### src/rtl/ptw_pkg.sv
`timescale 1ns/1ps
package ptw_pkg;

    typedef enum logic [1:0] {
        ST_IDLE = 2'd0,
        ST_L1   = 2'd1,
        ST_L2   = 2'd2,
        ST_DONE = 2'd3
    } walk_st_e;

    typedef enum logic [1:0] {
        SZ_SECTION = 2'd0,
        SZ_SUPER   = 2'd1,
        SZ_LARGE   = 2'd2,
        SZ_SMALL   = 2'd3
    } map_size_e;

    typedef enum logic [1:0] {
        L1K_FAULT = 2'd0,
        L1K_TABLE = 2'd1,
        L1K_BLOCK = 2'd2
    } l1_kind_e;

    typedef struct packed {
        walk_st_e  st;
        logic      issued;
        logic [31:0] va;
        logic [31:0] maddr;
        logic [31:0] pa;
        map_size_e size;
        logic      xn;
        logic      fault;
        logic      flvl;
        logic [31:0] desc;
    } walk_s;

    function automatic logic [31:0] low_mask(input int unsigned sh);
        return (32'd1 << sh) - 32'd1;
    endfunction

endpackage

### src/rtl/ptw_l1_decode.sv
`timescale 1ns/1ps
module ptw_l1_decode
    import ptw_pkg::*;
#(
    parameter int SECT_SHIFT  = 20,
    parameter int SUPER_SHIFT = 24,
    parameter int SUPER_BIT   = 18,
    parameter int BLK_XN_BIT  = 4,
    parameter int PAGE_SHIFT  = 12
) (
    input  logic [31:0] desc_i,
    input  logic [31:0] va_i,
    output l1_kind_e    kind_o,
    output logic [31:0] pa_o,
    output map_size_e   size_o,
    output logic        xn_o,
    output logic [31:0] next_addr_o
);
    localparam int L2_IDX_W      = SECT_SHIFT - PAGE_SHIFT;
    localparam int L2_BASE_SHIFT = L2_IDX_W + 2;
    localparam logic [31:0] SECT_MASK  = low_mask(SECT_SHIFT);
    localparam logic [31:0] SUPER_MASK = low_mask(SUPER_SHIFT);
    localparam logic [31:0] L2B_MASK   = low_mask(L2_BASE_SHIFT);
    localparam logic [31:0] IDX_MASK   = low_mask(L2_IDX_W);

    logic [31:0] l2_index;

    always_comb begin
        l2_index    = ((va_i >> PAGE_SHIFT) & IDX_MASK) << 2;
        next_addr_o = (desc_i & ~L2B_MASK) | l2_index;
        xn_o        = desc_i[BLK_XN_BIT];
        if (desc_i[SUPER_BIT]) begin
            size_o = SZ_SUPER;
            pa_o   = (desc_i & ~SUPER_MASK) | (va_i & SUPER_MASK);
        end else begin
            size_o = SZ_SECTION;
            pa_o   = (desc_i & ~SECT_MASK) | (va_i & SECT_MASK);
        end
        unique case (desc_i[1:0])
            2'b01:   kind_o = L1K_TABLE;
            2'b10:   kind_o = L1K_BLOCK;
            default: kind_o = L1K_FAULT;
        endcase
    end
endmodule

### src/rtl/ptw_l2_decode.sv
`timescale 1ns/1ps
module ptw_l2_decode
    import ptw_pkg::*;
#(
    parameter int LARGE_SHIFT  = 16,
    parameter int PAGE_SHIFT   = 12,
    parameter int LARGE_XN_BIT = 15
) (
    input  logic [31:0] desc_i,
    input  logic [31:0] va_i,
    output logic        fault_o,
    output logic [31:0] pa_o,
    output map_size_e   size_o,
    output logic        xn_o
);
    localparam logic [31:0] LARGE_MASK = low_mask(LARGE_SHIFT);
    localparam logic [31:0] SMALL_MASK = low_mask(PAGE_SHIFT);

    always_comb begin
        fault_o = 1'b0;
        if (desc_i[1]) begin
            size_o = SZ_SMALL;
            pa_o   = (desc_i & ~SMALL_MASK) | (va_i & SMALL_MASK);
            xn_o   = desc_i[0];
        end else begin
            size_o  = SZ_LARGE;
            pa_o    = (desc_i & ~LARGE_MASK) | (va_i & LARGE_MASK);
            xn_o    = desc_i[LARGE_XN_BIT];
            fault_o = ~desc_i[0];
        end
    end
endmodule

### src/rtl/ptw_walker.sv
`timescale 1ns/1ps
module ptw_walker
    import ptw_pkg::*;
#(
    parameter int SECT_SHIFT   = 20,
    parameter int SUPER_SHIFT  = 24,
    parameter int SUPER_BIT    = 18,
    parameter int BLK_XN_BIT   = 4,
    parameter int LARGE_SHIFT  = 16,
    parameter int LARGE_XN_BIT = 15,
    parameter int PAGE_SHIFT   = 12
) (
    input  logic        clk,
    input  logic        rst_n,
    input  logic        req_valid,
    input  logic [31:0] req_va,
    input  logic [31:0] req_ttb,
    output logic        req_ready,
    output logic        mem_req,
    output logic [31:0] mem_addr,
    input  logic        mem_rvalid,
    input  logic [31:0] mem_rdata,
    output logic        rsp_valid,
    input  logic        rsp_ack,
    output logic [31:0] rsp_pa,
    output logic [1:0]  rsp_size,
    output logic        rsp_xn,
    output logic        rsp_fault,
    output logic        rsp_flvl,
    output logic [31:0] rsp_desc
);
    localparam int L1_IDX_W  = 32 - SECT_SHIFT;
    localparam int TTB_SHIFT = L1_IDX_W + 2;
    localparam logic [31:0] TTB_MASK = low_mask(TTB_SHIFT);

    walk_s q, d;

    l1_kind_e    l1_kind;
    logic [31:0] l1_pa, l2_addr, l2_pa, l1_entry_addr;
    map_size_e   l1_size, l2_size;
    logic        l1_xn, l2_xn, l2_fault;

    ptw_l1_decode #(
        .SECT_SHIFT (SECT_SHIFT),
        .SUPER_SHIFT(SUPER_SHIFT),
        .SUPER_BIT  (SUPER_BIT),
        .BLK_XN_BIT (BLK_XN_BIT),
        .PAGE_SHIFT (PAGE_SHIFT)
    ) u_l1 (
        .desc_i     (mem_rdata),
        .va_i       (q.va),
        .kind_o     (l1_kind),
        .pa_o       (l1_pa),
        .size_o     (l1_size),
        .xn_o       (l1_xn),
        .next_addr_o(l2_addr)
    );

    ptw_l2_decode #(
        .LARGE_SHIFT (LARGE_SHIFT),
        .PAGE_SHIFT  (PAGE_SHIFT),
        .LARGE_XN_BIT(LARGE_XN_BIT)
    ) u_l2 (
        .desc_i (mem_rdata),
        .va_i   (q.va),
        .fault_o(l2_fault),
        .pa_o   (l2_pa),
        .size_o (l2_size),
        .xn_o   (l2_xn)
    );

    assign l1_entry_addr = (req_ttb & ~TTB_MASK) | ((req_va >> SECT_SHIFT) << 2);

    always_comb begin
        d       = q;
        mem_req = 1'b0;
        unique case (q.st)
            ST_IDLE: begin
                if (req_valid) begin
                    d.st     = ST_L1;
                    d.issued = 1'b0;
                    d.va     = req_va;
                    d.maddr  = l1_entry_addr;
                end
            end
            ST_L1: begin
                mem_req  = ~q.issued;
                d.issued = 1'b1;
                if (mem_rvalid) begin
                    d.desc = mem_rdata;
                    unique case (l1_kind)
                        L1K_TABLE: begin
                            d.st     = ST_L2;
                            d.issued = 1'b0;
                            d.maddr  = l2_addr;
                        end
                        L1K_BLOCK: begin
                            d.st    = ST_DONE;
                            d.pa    = l1_pa;
                            d.size  = l1_size;
                            d.xn    = l1_xn;
                            d.fault = 1'b0;
                            d.flvl  = 1'b0;
                        end
                        default: begin
                            d.st    = ST_DONE;
                            d.pa    = '0;
                            d.size  = SZ_SECTION;
                            d.xn    = 1'b0;
                            d.fault = 1'b1;
                            d.flvl  = 1'b0;
                        end
                    endcase
                end
            end
            ST_L2: begin
                mem_req  = ~q.issued;
                d.issued = 1'b1;
                if (mem_rvalid) begin
                    d.desc  = mem_rdata;
                    d.st    = ST_DONE;
                    d.flvl  = 1'b1;
                    d.fault = l2_fault;
                    if (l2_fault) begin
                        d.pa   = '0;
                        d.size = SZ_SECTION;
                        d.xn   = 1'b0;
                    end else begin
                        d.pa   = l2_pa;
                        d.size = l2_size;
                        d.xn   = l2_xn;
                    end
                end
            end
            default: begin
                if (rsp_ack) d.st = ST_IDLE;
            end
        endcase
    end

    always_ff @(posedge clk or negedge rst_n) begin
        if (!rst_n) begin
            q <= '{st: ST_IDLE, size: SZ_SECTION, default: '0};
        end else begin
            q <= d;
        end
    end

    assign req_ready = (q.st == ST_IDLE);
    assign rsp_valid = (q.st == ST_DONE);
    assign mem_addr  = q.maddr;
    assign rsp_pa    = q.pa;
    assign rsp_size  = q.size;
    assign rsp_xn    = q.xn;
    assign rsp_fault = q.fault;
    assign rsp_flvl  = q.flvl;
    assign rsp_desc  = q.desc;
endmodule

### config.mk
export PLATFORM = sky130hd
export DESIGN_NAME = ptw_walker
export DESIGN_NICKNAME = d
export VERILOG_FILES = /design/src/rtl/ptw_pkg.sv /design/src/rtl/ptw_l1_decode.sv /design/src/rtl/ptw_l2_decode.sv /design/src/rtl/ptw_walker.sv
export SDC_FILE = /design/constraint.sdc
export NUM_CORES = 1
export LEC_CHECK = 0
export ABC_AREA = 0
export ABC_CLOCK_PERIOD_IN_PS = 2570
export BUFFER_PORTS_ARGS = -buffer_cell sky130_fd_sc_hd__buf_2
export CAP_MARGIN = 20
export CORE_ASPECT_RATIO = 1.25
export CORE_MARGIN = 2
export CORE_UTILIZATION = 27
export CTS_CLUSTER_DIAMETER = 100
export DETAILED_ROUTE_END_ITERATION = 6
export GPL_TIMING_DRIVEN = 0
export PLACE_DENSITY = 0.5
export SETUP_SLACK_MARGIN = 0.15
export SYNTH_ARGS = -nofsm -noshare
export SYNTH_HDL_FRONTEND = slang
export SYNTH_HIERARCHICAL = 1
export SYNTH_SLANG_ARGS = --single-unit
### constraint.sdc
create_clock -name clk -period 2.57 [get_ports clk]
set_clock_uncertainty 0.05 [all_clocks]
set_input_delay 0.1285 -clock clk [delete_from_list [all_inputs] [get_ports clk]]
set_output_delay 0.1285 -clock clk [all_outputs]
set_load 0.05 [all_outputs]
======== Yosys cells after proc, flatten, opt, wreduce, memory -nomap -nowiden ========
Index checks and enable logic that the tools add are counted.
cells by class
  $add $sub $neg .......................... 0
  multipliers ............................. 0
  div/mod/pow operators ................... 0
  $lt $le $gt $ge ......................... 0
  equal/unequal tests ..................... 12
  shift operators ......................... 0
  multiplexer cells ....................... 23
  bitwise logic cells ..................... 8
  reduce and logical (&&, ||, !) cells .... 12
operator list
  operator                                                          number
  69-bit one-hot mux with 2 select lines                            1
  101-bit two-way mux                                               1
  32-bit two-way mux                                                3
  37-bit one-hot mux with 2 select lines                            1
  69-bit two-way mux                                                1
  67-bit two-way mux                                                1
  32-bit one-hot mux with 2 select lines                            1
  35-bit two-way mux                                                1
  32-bit by 10-bit bitwise OR with 32-bit output                    1
  32-bit by 12-bit bitwise OR with 32-bit output                    1
  32-bit by 14-bit bitwise OR with 32-bit output                    1
  32-bit by 16-bit bitwise OR with 32-bit output                    1
  32-bit by 20-bit bitwise OR with 32-bit output                    1
  32-bit by 24-bit bitwise OR with 32-bit output                    1
  4-bit AND reduction                                               3
  2-bit == test (second input constant)                             4
  2-bit != test (second input constant)                             4
  1-bit two-way mux                                                 7
  2-bit by 1-bit == test with 1-bit output (second input constant)  3
  2-bit one-hot mux with 3 select lines                             1
  2-bit two-way mux                                                 2
  2-bit one-hot mux with 2 select lines                             1
  2-bit AND reduction                                               2
  2-bit nonzero test                                                2
  other kinds (9)                                                   10
storage, ports and cells
  register bits after elaboration ......... 136
  bits in latches ......................... 0
  RAM bits ................................ 0
  ROM bits ................................ 0
  bits of input ports ..................... 101
  output and inout port bits .............. 104
  logic and storage cells ................. 65
  memories kept ........................... 0

======== Logic depth before layout (Yosys ltp) ========
  word-level depth ........................ 6
  gate-level depth with buffers ........... 8
  gate-level depth less buffers ........... 5

======== Modules after synthesis ========
Netlist, hierarchy kept.
modules (own cells, without submodules)
  module         instances  cells each  area each (um^2)  sequential area each (um^2)
  ptw_walker     1          506         6831.6            3403.3
  ptw_l1_decode  1          70          534.3             0.0
  ptw_l2_decode  1          38          315.3             0.0

======== Worst setup path before layout ========
Ideal clock, no wire load.
  path kind ............................... reg2reg
  start ................................... reg q[134] (netlist name)
  end ..................................... reg q (netlist bit mem_addr[17])
  arrival time ............................ 2066 ps
  required time ........................... 2395 ps
  path slack .............................. 329 ps
  stages on the path, launching flop included .. 7
  path buffers ............................ 1
  clock period less this slack ............ 2241 ps
  cells stage by stage .................... dfrtp_1 > inv_1 > ha_1 > nor2b_2 > a211oi_4 > buf_6 > mux2_4
on the way
  longest elaborated chain between the ends .. 3
  elaborated cells between the ends (all ways) .. 8
  those cells by class .................... 4 x eq/ne; 1 x mux; 3 x reduce/logical
ends and longest elaborated chain
  item                                                                  line               text
  start: declaration                                                    ptw_walker.sv:36   walk_s q, d;
  start signal: assignment                                              ptw_walker.sv:143  q <= '{st: ST_IDLE, size: SZ_SECTION, default: '0};
  start signal: assignment                                              ptw_walker.sv:145  q <= d;
  2-bit zero test (*)                                                   --
  via req_ready                                                         ptw_walker.sv:18   output logic req_ready,
  2-bit != test (no source line) or 2-bit nonzero test (tied branches)  --
  4-bit AND reduction (no source line)                                  --
Mark *: on every way through the listed nets, which the timed path passes. The rest lies on a longest branch.
A chain may end at the register's enable or synchronous reset.

======== Worst setup path in the final report ========
  start ................................... reg q[135] (netlist name)
  end ..................................... reg q (netlist bit mem_addr[11])
on the way
  longest elaborated chain between the ends .. 3
  elaborated cells between the ends (all ways) .. 8
  those cells by class .................... 4 x eq/ne; 1 x mux; 3 x reduce/logical
ends and longest elaborated chain
  item                                                                                     line              text
  2-bit by 1-bit == test with 1-bit output or 2-bit zero test (tied branches)              ptw_walker.sv:77  unique case (q.st)
  2-bit by 1-bit != test with 1-bit output (no source line), or another cell as far along  --
  4-bit AND reduction (no source line)                                                     --
Parallel ways exist; a longest one is shown, timed or not.

==> results.cfg <==
[outcome]
run_status = complete, no violations

[grt]
grt_start_max_net_pins = 75
grt_pass1_wl_mm = 30.27
grt_usage_pct = 13.73
grt_overflow = 0
grt_pass1_vias = 5231
antenna_found_initial = 1

[route]
drt_iter0_markers = 155
firstDrtPassIters = 4
wire_per_inst_um = 15.37
via_count = 5066
viasPerCell = 4.059
routed_wl_mm = 19.18
drc_errors = 0
ant_nets = 0

[finish]
syn_to_final_growth_pct = 38.97
nNetsFinal = 997
stdcell_area_um2 = 10270
drive_above_1_share_pct = 64.12
diodes = 0

[sta]
slew_violations = 0
min_period_over_period_pct = 87.99
worst_pin_slew_ns = 0.7541
final_hold_viol_count = 0
relSlewSlack_pct = 49.73
rsz0062_at_grt = no
fin_hold_ws_ns = 0.02992
setup_viol = 0
period_minus_slack_ns = 2.261
max_freq_mhz = 442.2
setup_tns_ns = 0

[logic_synthesis]
netlist_instances = 598
yosysWarnings = 6
netlist_area_um2 = 7391
avgSynthCellArea_um2 = 12.36

[power_and_ir_drop]
irDropWorstVdd_mv = 0.5989
p_leak_nw = 5.242
power_density_nw_per_um2 = 1407

[worst_setup_path]
r2r_slack_ns = 0.31
cp_top_family = buffers and inverters
critical_path_class = reg2reg
crit_arrival_ns = 2.57
r2r_start = q[135]$_DFFE_PN0P_
critPathMaxStageDelay_ns = 0.54
r2r-end = mem_addr[11]$_DFFE_PN0P_
r2r_cells = 8
crit_path_start_kind = register
cp_slowest_cell = clkbuf_1
crit_path_max_fanout = 10
timing.critical_path.buf_inv = 4
critPathRequiredTime_ns = 2.88
endpoint = mem_addr[11]$_DFFE_PN0P_
path_cells = inv_1 -> ha_1 -> buf_6 -> nor2b_1 -> buf_4 -> clkbuf_1 -> a22o_1 -> mux2_4
crit_cells = 8
cp-startpoint = q[135]$_DFFE_PN0P_
end_kind = register

[die]
ios = 205
initial_core_util_pct = 27.47
row_count = 67
dieArea_um2 = 28720
die_x_um = 152.0
die_h_um = 189.0
core_um2 = 26910

[placed_design]
place_area_um2 = 8815
place.gp.congestion = 0.7146
io_buffer_count = 190
hpwl_mm = 13.56

[clock_tree]
cts-root-buf = clkbuf_16
cts_tree = yes
cts_max_level = 4
cts_buffers = 17
cts_sinks = 128
clock_latency_ns = 0.43
path_clk_slew_ns = 0.06
cts.path.max_buffers = 2

[min_path]
hold_path.class = in2reg

[run]
max-cap-violations = 0
==> layout make-up <==
cell class                      count  area [um2]
Inverter                            5       18.77
Sequential cell                   128        3203
Tap cell                          345       431.7
Fill cell                        2664       16640
Buffer                            221        1619
Timing Repair Buffer              271        1780
Clock buffer                       17       425.4
Clock inverter                     15       231.5
Multi-Input combinational cell    246        2561
==> metal layers <==
| layer | GRT usage [%] | vias up | wire length (um) |
|---|---|---|---|
| met3 | 3.365 | 23 | 815 |
| met5 | 0 | - | 16 |
| met2 | 23.16 | 120 | 9523 |
| met1 | 17.13 | 2437 | 8504 |
| met4 | 4.853 | 2 | 324 |
| li1 | - | 2484 | - |
==> sequential cells by signal, summed over array words and instances, names as in the netlist <==
name and count:
rsp_pa 32, rsp_fault 1, rsp_size 2, rsp_flvl 1
mem_addr 32, rsp_desc 32, q 27, rsp_xn 1
==> power breakdown <==
| part | switching (mW) | internal, mW |
|---|---|---|
| logic | 4.61 | 3.63 |
| registers | 0.513 | 2.95 |
| clock network | 1.01 | 1.73 |
==> stage by stage <==
step / cells / total power [mW] / setup WS, ns / utilization (%)
after floorplan: 600 / 10.13 / 0.3288 / -
after global placement: 1135 / 11.68 / -0.7668 / 32.63
after detailed placement: 1136 / 11.77 / 0.1458 / 32.76
after CTS: 1246 / 14.70 / 0.2183 / 38.11
after global routing: 1248 / 15.28 / 0.1529 / 38.17
final: 1248 / 14.45 / 0.3085 / 38.17
==> cells in the final DEF (no fill, tap or decap), drive strengths merged, types with 6 or more instances in the layout <==
cell type,n
buf,409
mux2,131
dfrtp,128
dlygate4sd3,78
a22o,64
clkbuf,22
inv,8
nor2b,7
nand2,6
ha,6
==> worst register-to-register path, stage by stage (launching register included) <==
cell and delay [ns]:
dfrtp_1 0.40, inv_1 0.12, ha_1 0.21, buf_6 0.14, nor2b_1 0.14, buf_4 0.22, clkbuf_1 0.54, a22o_1 0.24
mux2_4 0.14
==> worst min-delay path by stage <==
stage,end,startpoint,slack [ns],cells after the start
4_1_cts,mem_addr[11]$_DFFE_PN0P_,req_va[29],0.0003,3
3_5_place_dp,rsp_desc[9]$_DFFE_PN0P_,rst_n,0.16,1
6_report,mem_addr[23]$_DFFE_PN0P_,req_ttb[23],0.03,3
3_3_place_gp,rsp_desc[2]$_DFFE_PN0P_,mem_rdata[2],0.31,2
2_1_floorplan,mem_addr[0]$_DFFE_PN0P_,rst_n,-0.22,0
5_1_grt,mem_addr[23]$_DFFE_PN0P_,req_ttb[23],0.01,3
==> what timing repair did <==
| action | CTS | global route |
|---|---|---|
| endpoints found under the setup margin | 13 | 43 |
| setup buffers | 0 | 2 |
| hold endpoints to repair | 151 | 0 |
| resized for setup | 1 | 0 |
| hold buffers | 78 | 0 |
| pin swaps | 0 | 2 |
(Power assumes the default switching activity.)
